$ cat config.mk
export PLATFORM = sky130hd
export DESIGN_NAME = flash_cmd_decoder
export DESIGN_NICKNAME = d
export VERILOG_FILES = /design/src/rtl/fcd_pkg.sv /design/src/rtl/fcd_addr_match.sv /design/src/rtl/fcd_mode.sv /design/src/rtl/flash_cmd_decoder.sv
export SDC_FILE = /design/constraint.sdc
export NUM_CORES = 1
export LEC_CHECK = 0
export BUFFER_PORTS_ARGS = -buffer_cell sky130_fd_sc_hd__clkbuf_2
export CORE_AREA = 2 2 136 138
export CTS_CLUSTER_DIAMETER = 150
export DETAILED_ROUTE_END_ITERATION = 7
export DIE_AREA = 0 0 138 140
export PLACE_DENSITY = 0.55
export SYNTH_ARGS = -nofsm -noshare
export SYNTH_HDL_FRONTEND = slang
export SYNTH_SLANG_ARGS = --single-unit
$ cat constraint.sdc
create_clock -name clk -period 7.4 [get_ports clk]
set_input_delay 1.48 -clock clk [delete_from_list [all_inputs] [get_ports clk]]
set_output_delay 1.48 -clock clk [all_outputs]
set_load 0.01 [all_outputs]
$ cat src/rtl/fcd_pkg.sv
package fcd_pkg;
  typedef enum logic [2:0] {
    M_READ = 3'd0, M_AUTOSEL = 3'd1, M_CFI = 3'd2, M_SECURED = 3'd3, M_SUSP = 3'd4
  } mode_t;

  typedef enum logic [3:0] {
    C_NONE = 4'd0, C_RESET = 4'd1, C_AUTOSEL = 4'd2, C_CFI = 4'd3,
    C_SEC_ENTER = 4'd4, C_SEC_EXIT = 4'd5, C_PROGRAM = 4'd6, C_CHIP_ERASE = 4'd7,
    C_SECT_ERASE = 4'd8, C_BUF_LOAD = 4'd9, C_BUF_PROG = 4'd10, C_SUSPEND = 4'd11,
    C_RESUME = 4'd12, C_ABORT_RST = 4'd13
  } cmd_t;

  typedef enum logic [3:0] {
    S_IDLE, S_UL1, S_CMD, S_PROG, S_ER4, S_ER5, S_ER6, S_EXIT, S_BCNT, S_BLOAD, S_BCONF
  } seq_t;
endpackage

$ cat src/rtl/fcd_addr_match.sv
module fcd_addr_match #(
  parameter int ADDR_W   = 24,
  parameter int LOW_W    = 12,
  parameter int SECT_LSB = 16,
  parameter int PAGE_LSB = 5,
  localparam int SECT_W  = ADDR_W - SECT_LSB,
  localparam int PAGE_W  = ADDR_W - PAGE_LSB
) (
  input  logic [ADDR_W-1:0] addr,
  output logic              at_aaa,
  output logic              at_555,
  output logic              at_0aa,
  output logic [SECT_W-1:0] sector,
  output logic [PAGE_W-1:0] page
);
  logic [LOW_W-1:0] low;
  assign low    = addr[LOW_W-1:0];
  assign at_aaa = (low == LOW_W'('hAAA));
  assign at_555 = (low == LOW_W'('h555));
  assign at_0aa = (low == LOW_W'('h0AA));
  assign sector = addr[ADDR_W-1:SECT_LSB];
  assign page   = addr[ADDR_W-1:PAGE_LSB];
endmodule

$ cat src/rtl/fcd_mode.sv
module fcd_mode
  import fcd_pkg::*;
(
  input  logic  clk,
  input  logic  rst,
  input  logic  fire,
  input  cmd_t  code,
  output mode_t mode,
  output logic  susp
);
  always_ff @(posedge clk) begin
    if (rst) begin
      mode <= M_READ;
      susp <= 1'b0;
    end else if (fire) begin
      case (code)
        C_RESET, C_ABORT_RST: mode <= susp ? M_SUSP : M_READ;
        C_AUTOSEL:   mode <= M_AUTOSEL;
        C_CFI:       mode <= M_CFI;
        C_SEC_ENTER: mode <= M_SECURED;
        C_SEC_EXIT:  mode <= M_READ;
        C_SUSPEND: begin mode <= M_SUSP; susp <= 1'b1; end
        C_RESUME:  begin mode <= M_READ; susp <= 1'b0; end
        default: ;
      endcase
    end
  end

  assert_resume_from_susp_R12: assert property (@(posedge clk) disable iff (rst)
    (fire && code == C_RESUME) |-> (mode == M_SUSP && susp));
  assert_cfi_entry_mode_R5: assert property (@(posedge clk) disable iff (rst)
    (fire && code == C_CFI) |-> (mode == M_READ || mode == M_AUTOSEL));
endmodule

$ cat src/rtl/flash_cmd_decoder.sv
module flash_cmd_decoder
  import fcd_pkg::*;
#(
  parameter int ADDR_W   = 24,
  parameter int LOW_W    = 12,
  parameter int SECT_LSB = 16,
  parameter int PAGE_LSB = 5,
  parameter int MAX_BUF  = 32,
  localparam int SECT_W  = ADDR_W - SECT_LSB,
  localparam int PAGE_W  = ADDR_W - PAGE_LSB,
  localparam int CNT_W   = $clog2(MAX_BUF + 1)
) (
  input  logic              clk,
  input  logic              rst,
  input  logic              wr_en,
  input  logic [ADDR_W-1:0] wr_addr,
  input  logic [7:0]        wr_data,
  input  logic              erase_busy,
  output logic              cmd_valid,
  output logic [3:0]        cmd_code,
  output logic [ADDR_W-1:0] cmd_addr,
  output logic [7:0]        cmd_data,
  output logic [CNT_W-1:0]  cmd_count,
  output logic [2:0]        mode,
  output logic              abort_flag
);
  logic at_aaa, at_555, at_0aa;
  logic [SECT_W-1:0] sector, sect_q, n_sect;
  logic [PAGE_W-1:0] page, page_q, n_page;
  logic [CNT_W-1:0]  left_q, n_left, idx_q, n_idx, total_q, n_total;
  seq_t  state, n_state;
  cmd_t  n_code;
  mode_t mode_q;
  logic  susp_q, n_fire, n_abort, f0_reset, same_sect;

  fcd_addr_match #(.ADDR_W(ADDR_W), .LOW_W(LOW_W), .SECT_LSB(SECT_LSB), .PAGE_LSB(PAGE_LSB))
    i_match (.addr(wr_addr), .at_aaa(at_aaa), .at_555(at_555), .at_0aa(at_0aa),
             .sector(sector), .page(page));

  fcd_mode i_mode (.clk(clk), .rst(rst), .fire(n_fire), .code(n_code),
                   .mode(mode_q), .susp(susp_q));

  assign f0_reset  = (wr_data == 8'hF0) && !abort_flag;
  assign same_sect = (sector == sect_q);

  always_comb begin
    n_state = state;  n_fire = 1'b0;  n_code = C_NONE;  n_abort = abort_flag;
    n_sect = sect_q;  n_page = page_q;  n_left = left_q;  n_idx = idx_q;  n_total = total_q;
    if (wr_en) begin
      n_state = S_IDLE;
      case (state)
        S_IDLE: begin
          if (wr_data == 8'hAA && at_aaa) n_state = S_UL1;
          else if (f0_reset) begin n_fire = 1'b1; n_code = C_RESET; end
          else if (!abort_flag) begin
            if (wr_data == 8'h98 && at_0aa && (mode_q == M_READ || mode_q == M_AUTOSEL)) begin
              n_fire = 1'b1; n_code = C_CFI;
            end else if (wr_data == 8'hB0 && erase_busy && mode_q == M_READ && !susp_q) begin
              n_fire = 1'b1; n_code = C_SUSPEND;
            end else if (wr_data == 8'h30 && mode_q == M_SUSP) begin
              n_fire = 1'b1; n_code = C_RESUME;
            end
          end
        end
        S_UL1: begin
          if (wr_data == 8'h55 && at_555) n_state = S_CMD;
          else if (f0_reset) begin n_fire = 1'b1; n_code = C_RESET; end
        end
        S_CMD: begin
          if (wr_data == 8'hF0 && at_aaa) begin
            n_fire = 1'b1; n_code = C_ABORT_RST; n_abort = 1'b0;
          end else if (f0_reset) begin
            n_fire = 1'b1; n_code = C_RESET;
          end else if (!abort_flag) begin
            if (wr_data == 8'h25 && (mode_q == M_READ || mode_q == M_SECURED)) begin
              n_sect = sector; n_state = S_BCNT;
            end else if (at_aaa) begin
              case (wr_data)
                8'h90: if (mode_q == M_SECURED) n_state = S_EXIT;
                       else if (mode_q == M_READ || mode_q == M_SUSP) begin
                         n_fire = 1'b1; n_code = C_AUTOSEL;
                       end
                8'h88: if (mode_q == M_READ) begin n_fire = 1'b1; n_code = C_SEC_ENTER; end
                8'hA0: if (mode_q == M_READ || mode_q == M_SUSP || mode_q == M_SECURED)
                         n_state = S_PROG;
                8'h80: if (mode_q == M_READ) n_state = S_ER4;
                default: ;
              endcase
            end
          end
        end
        S_PROG: begin n_fire = 1'b1; n_code = C_PROGRAM; end
        S_ER4: begin
          if (wr_data == 8'hAA && at_aaa) n_state = S_ER5;
          else if (f0_reset) begin n_fire = 1'b1; n_code = C_RESET; end
        end
        S_ER5: begin
          if (wr_data == 8'h55 && at_555) n_state = S_ER6;
          else if (f0_reset) begin n_fire = 1'b1; n_code = C_RESET; end
        end
        S_ER6: begin
          if (wr_data == 8'h10 && at_aaa) begin n_fire = 1'b1; n_code = C_CHIP_ERASE; end
          else if (wr_data == 8'h30) begin n_fire = 1'b1; n_code = C_SECT_ERASE; end
          else if (f0_reset) begin n_fire = 1'b1; n_code = C_RESET; end
        end
        S_EXIT: begin
          if (wr_data == 8'h00) begin n_fire = 1'b1; n_code = C_SEC_EXIT; end
          else if (f0_reset) begin n_fire = 1'b1; n_code = C_RESET; end
        end
        S_BCNT: begin
          if (same_sect) begin
            if ({1'b0, wr_data} >= 9'(MAX_BUF)) n_abort = 1'b1;
            else begin
              n_left  = CNT_W'(wr_data) + CNT_W'(1);
              n_total = CNT_W'(wr_data) + CNT_W'(1);
              n_idx   = '0;
              n_state = S_BLOAD;
            end
          end
        end
        S_BLOAD: begin
          if (idx_q != '0 && page != page_q) n_abort = 1'b1;
          else begin
            if (idx_q == '0) n_page = page;
            n_fire  = 1'b1; n_code = C_BUF_LOAD;
            n_idx   = idx_q + CNT_W'(1);
            n_left  = left_q - CNT_W'(1);
            n_state = (left_q == CNT_W'(1)) ? S_BCONF : S_BLOAD;
          end
        end
        S_BCONF: begin
          if (wr_data == 8'h29 && same_sect) begin n_fire = 1'b1; n_code = C_BUF_PROG; end
          else n_abort = 1'b1;
        end
        default: n_state = S_IDLE;
      endcase
    end
  end

  always_ff @(posedge clk) begin
    if (rst) begin
      state <= S_IDLE;  abort_flag <= 1'b0;  cmd_valid <= 1'b0;
      cmd_code <= C_NONE;  cmd_addr <= '0;  cmd_data <= '0;  cmd_count <= '0;
      sect_q <= '0;  page_q <= '0;  left_q <= '0;  idx_q <= '0;  total_q <= '0;
    end else begin
      state <= n_state;  abort_flag <= n_abort;
      sect_q <= n_sect;  page_q <= n_page;  left_q <= n_left;  idx_q <= n_idx;  total_q <= n_total;
      cmd_valid <= n_fire;
      if (n_fire) begin
        cmd_code  <= n_code;
        cmd_addr  <= wr_addr;
        cmd_data  <= wr_data;
        cmd_count <= (n_code == C_BUF_LOAD) ? idx_q :
                     (n_code == C_BUF_PROG) ? total_q : '0;
      end
    end
  end

  assign mode = mode_q;

  assert_event_follows_write_R2: assert property (@(posedge clk) disable iff (rst)
    cmd_valid |-> $past(wr_en));
  assert_abort_silent_R10: assert property (@(posedge clk) disable iff (rst)
    $rose(abort_flag) |-> !cmd_valid);
  assert_abort_clear_only_by_reset_seq_R11: assert property (@(posedge clk) disable iff (rst)
    $fell(abort_flag) |-> (cmd_valid && cmd_code == C_ABORT_RST));
  assert_buf_count_range_R9: assert property (@(posedge clk) disable iff (rst)
    (cmd_valid && cmd_code == C_BUF_PROG) |-> (cmd_count >= CNT_W'(1) && cmd_count <= CNT_W'(MAX_BUF)));
  assert_suspend_needs_erase_R12: assert property (@(posedge clk) disable iff (rst)
    (cmd_valid && cmd_code == C_SUSPEND) |-> $past(erase_busy));
endmodule

==> results_dict.tcl <==
set metrics [dict create \
    status "finished, final reports clean" \
    synthMuxAreaShare_pct 9.20 \
    p_total_uw 1040 \
    yosysUniqueCellTypes 72 \
    relSlewSlack_pct 39.9 \
    synth.avg_cell_area_sq_um 8.33 \
    cts.path.max_buffers 2 \
    die_x_um 138 \
    synthAdderAreaFrac_pct 1.96 \
    tightest_slew_ps 898 \
    grt_pass1_vias 4299 \
    worst_setup_path_start_kind "input port" \
    cts.clk_slew.worst_paths_ps 70 \
    clock_skew_ps 7.89 \
    cap_violations 0 \
    syn_inst 614 \
    synth_top_cell_by_area "dfxtp_1" \
    crit_type "input port to flop" \
    cts_made_buffers 9 \
    clock-sinks 97 \
    hold_path_class "flop to flop" \
    fmax_mhz 229 \
    antenna_found_initial 0 \
    crit_chain "clkbuf_2 > nor4bb_1 > and3_1 > a21oi_1 > o22ai_1 > nand3_2 > o21ai_4 > buf_4 > mux2i_1 > nor2_1" \
    cts.repair.resized 0 \
    ir_worst_vdd_mv 0.0985 \
    placed_area_sq_um 5690 \
    place.gp.congestion 0.913 \
    die-area_sq_um 19300 \
    synth_top_flop_cell "dfxtp_1" \
    period_share_pct 58.9 \
    start_util_pct 28.8 \
    synth_nets 658 \
    ys_ff_latch 97 \
    vias 4545 \
    final_antenna_net_count 0 \
    synth_edf_count 0 \
    wl_per_cell_um 15.6 \
    dp_hpwl_um 10200 \
    drtIter0Drc 317 \
    fp-row-count 49 \
    wirelength_um 14100 \
    crit_fanout 22 \
    cts_max_level 3 \
    yosys_warnings 0 \
    cts_tree "built" \
    synth-async-reset-ratio_pct 0 \
    worstSetupEndpointType "flop" \
    overflow 0 \
    viasPerCell 5.02 \
    final_max_slew_viol_count 0 \
    synth.yosys.seq_area_share_pct 38.0 \
    period_needed_ps 4360 \
    detail_route.drc_violations 0 \
    timing_hold_violations_final 0 \
    syn-cell-area_sq_um 5110 \
    worstPathRequired_ps 7620 \
    grt_pass1_wl_um 23000 \
    yosys-top-cells-area "dfxtp_1 (38%), mux2i_1 (9.2%), nand2_1 (5.5%), a21oi_1 (4.8%), nor2_1 (4.7%)" \
    fin_area_sq_um 5980 \
    root_buffer "clkbuf_16" \
    setup_violations 0 \
    hold_slack_ps 465 \
    place_ws_ps 2660 \
    rsz0062_at_grt "false" \
    synth_compound_area_share_pct 13.5 \
    numPortBuffers 82 \
    cts_setup_buffers 0 \
    arrival_ps 4580 \
    n_antenna_cell 0 \
    dr.pass1.iters 4 \
    clk_latency_ps 360 \
    track_usage_pct 14.6 \
    fp.dieH_um 140 \
    drive_gt1_share_pct 17.7 \
    synthSimpleGateAreaFrac_pct 26.6 \
    cpPeakStageDelay_ps 740 \
    regToRegSetupSlack_ps 4060 \
    pwr_density_cell_nw_per_um2 175 \
    ios 83 \
    fin_tns_setup_ps 0 \
    ctsHoldBuffers 0 \
    synth_top_family_by_area "simple AND/OR/NAND/NOR gates" \
    core_sq_um 17800 \
    critPathSlowestCell "o21ai_4" \
    synth-xor-area-share_pct 6.51 \
    area_growth_pct 17.0 \
    leakage_uw 0.00249 \
    grt_max_degree 62 \
    yosys.area.top_type_share_pct 38.0 \
    timing.final.ws_setup_ps 3040 \
    nets 716 \
]
registers in the layout (all words and copies together) (netlist names), 4 cells and up:
name,cells
cmd_addr,24
page_q,19
cmd_data,8
sect_q,8
cmd_count,6
idx_q,6
left_q,6
total_q,6
cmd_code,4
state,4
path summary, 6_finish.rpt:
kind / from / endpoint / depth (start not counted)
max: wr_addr[3] / cmd_addr[11] / 10
min: cmd_code[2] / cmd_code[2] / 2
max reg2reg: state[1] / cmd_addr[11] / 10
min reg2reg: cmd_code[2] / cmd_code[2] / 2
critical path: cells and delay by family:
family	cells	cell delay, ps
AOI/OAI and AO/OA	3	1150
and+or+nand+nor	4	1120
buffers and inverters	2	570
muxes	1	230
stage by stage:
step / std cells / utilization [%]
3_3_place_gp: 890 / 32.0
4_1_cts: 906 / 33.6
2_1_floorplan: 614 / -
6_report: 906 / 33.6
5_1_grt: 906 / 33.6
3_5_place_dp: 890 / 32.0
where the power goes:
group / switching (uW) / internal [uW]
sequential: 0.208 / 522
combinational: 41.2 / 21.9
clock: 224 / 235
placed cells by master, fill, tap and decap left out, drive strengths merged, types with 3 or more instances in the layout:
master,netlist,final
dfxtp,97,97
clkbuf,29,90
nand2,75,75
nor2,64,64
a21oi,49,49
mux2i,47,47
xnor2,24,24
nor3,21,21
nand3,20,20
inv,15,18
o21ai,15,15
xor2,14,14
and2,11,11
nand4,10,10
nor4,10,10
and3,8,8
ha,8,8
nor4bb,6,6
nand2b,6,6
o22ai,6,6
a32oi,6,6
buf,10,5
nor4b,5,5
nor2b,4,4
nand4b,4,4
or3,4,4
o211ai,4,4
a211oi,4,4
o31ai,4,4
clkinv,0,3
synthesized netlist by cell type, types with 2 or more instances:
cell type and count:
nor3_1 20, buf_1 2, nand4_1 10, a32oi_1 6, nor4_1 9, and2_1 9
a31oi_1 2, a21oi_1 49, or3_1 4, nor2_1 64, a211oi_1 3, buf_2 7
ha_1 8, or2_2 2, o31ai_1 3, o211ai_1 3, dfxtp_1 97, nand2b_1 6
xnor2_1 24, a22oi_1 2, nor2b_1 4, nor3b_1 2, nand4b_1 4, nor4bb_1 6
nand3_1 19, o21ai_0 13, xor2_1 14, a22o_1 2, mux2i_1 47, o22ai_1 6
nor4b_1 4, clkbuf_1 29, nand2_1 75, and3_1 8, inv_1 14
logic make-up after synthesis:
kind of cell,Yosys count
xor+xnor,38
simple gates,263
mux,47
flops,97
compound gates,107
fa+ha+maj,8
buf+inv,54
metal layers:
metal / vias to the layer above / global-route usage, % / routed length [um] / share of wire [%]
met4: 0 / 4.24 / 131 / 0.93
met3: 9 / 3.42 / 488 / 3.5
met1: 2157 / 19.4 / 6770 / 48
li1: 2294 / - / - / -
met5: - / 0 / 0 / 0
met2: 85 / 23.6 / 6710 / 48
layout make-up:
type,count,area [sq um]
timing repair buffer,86,443
fill,1931,11800
clock buffer,9,225
tap,229,287
inverter,15,56.3
sequential,97,1940
multi-input combinational,463,2970
clock inverter,7,62.6
No activity file was read; power rests on OpenSTA's default activity.
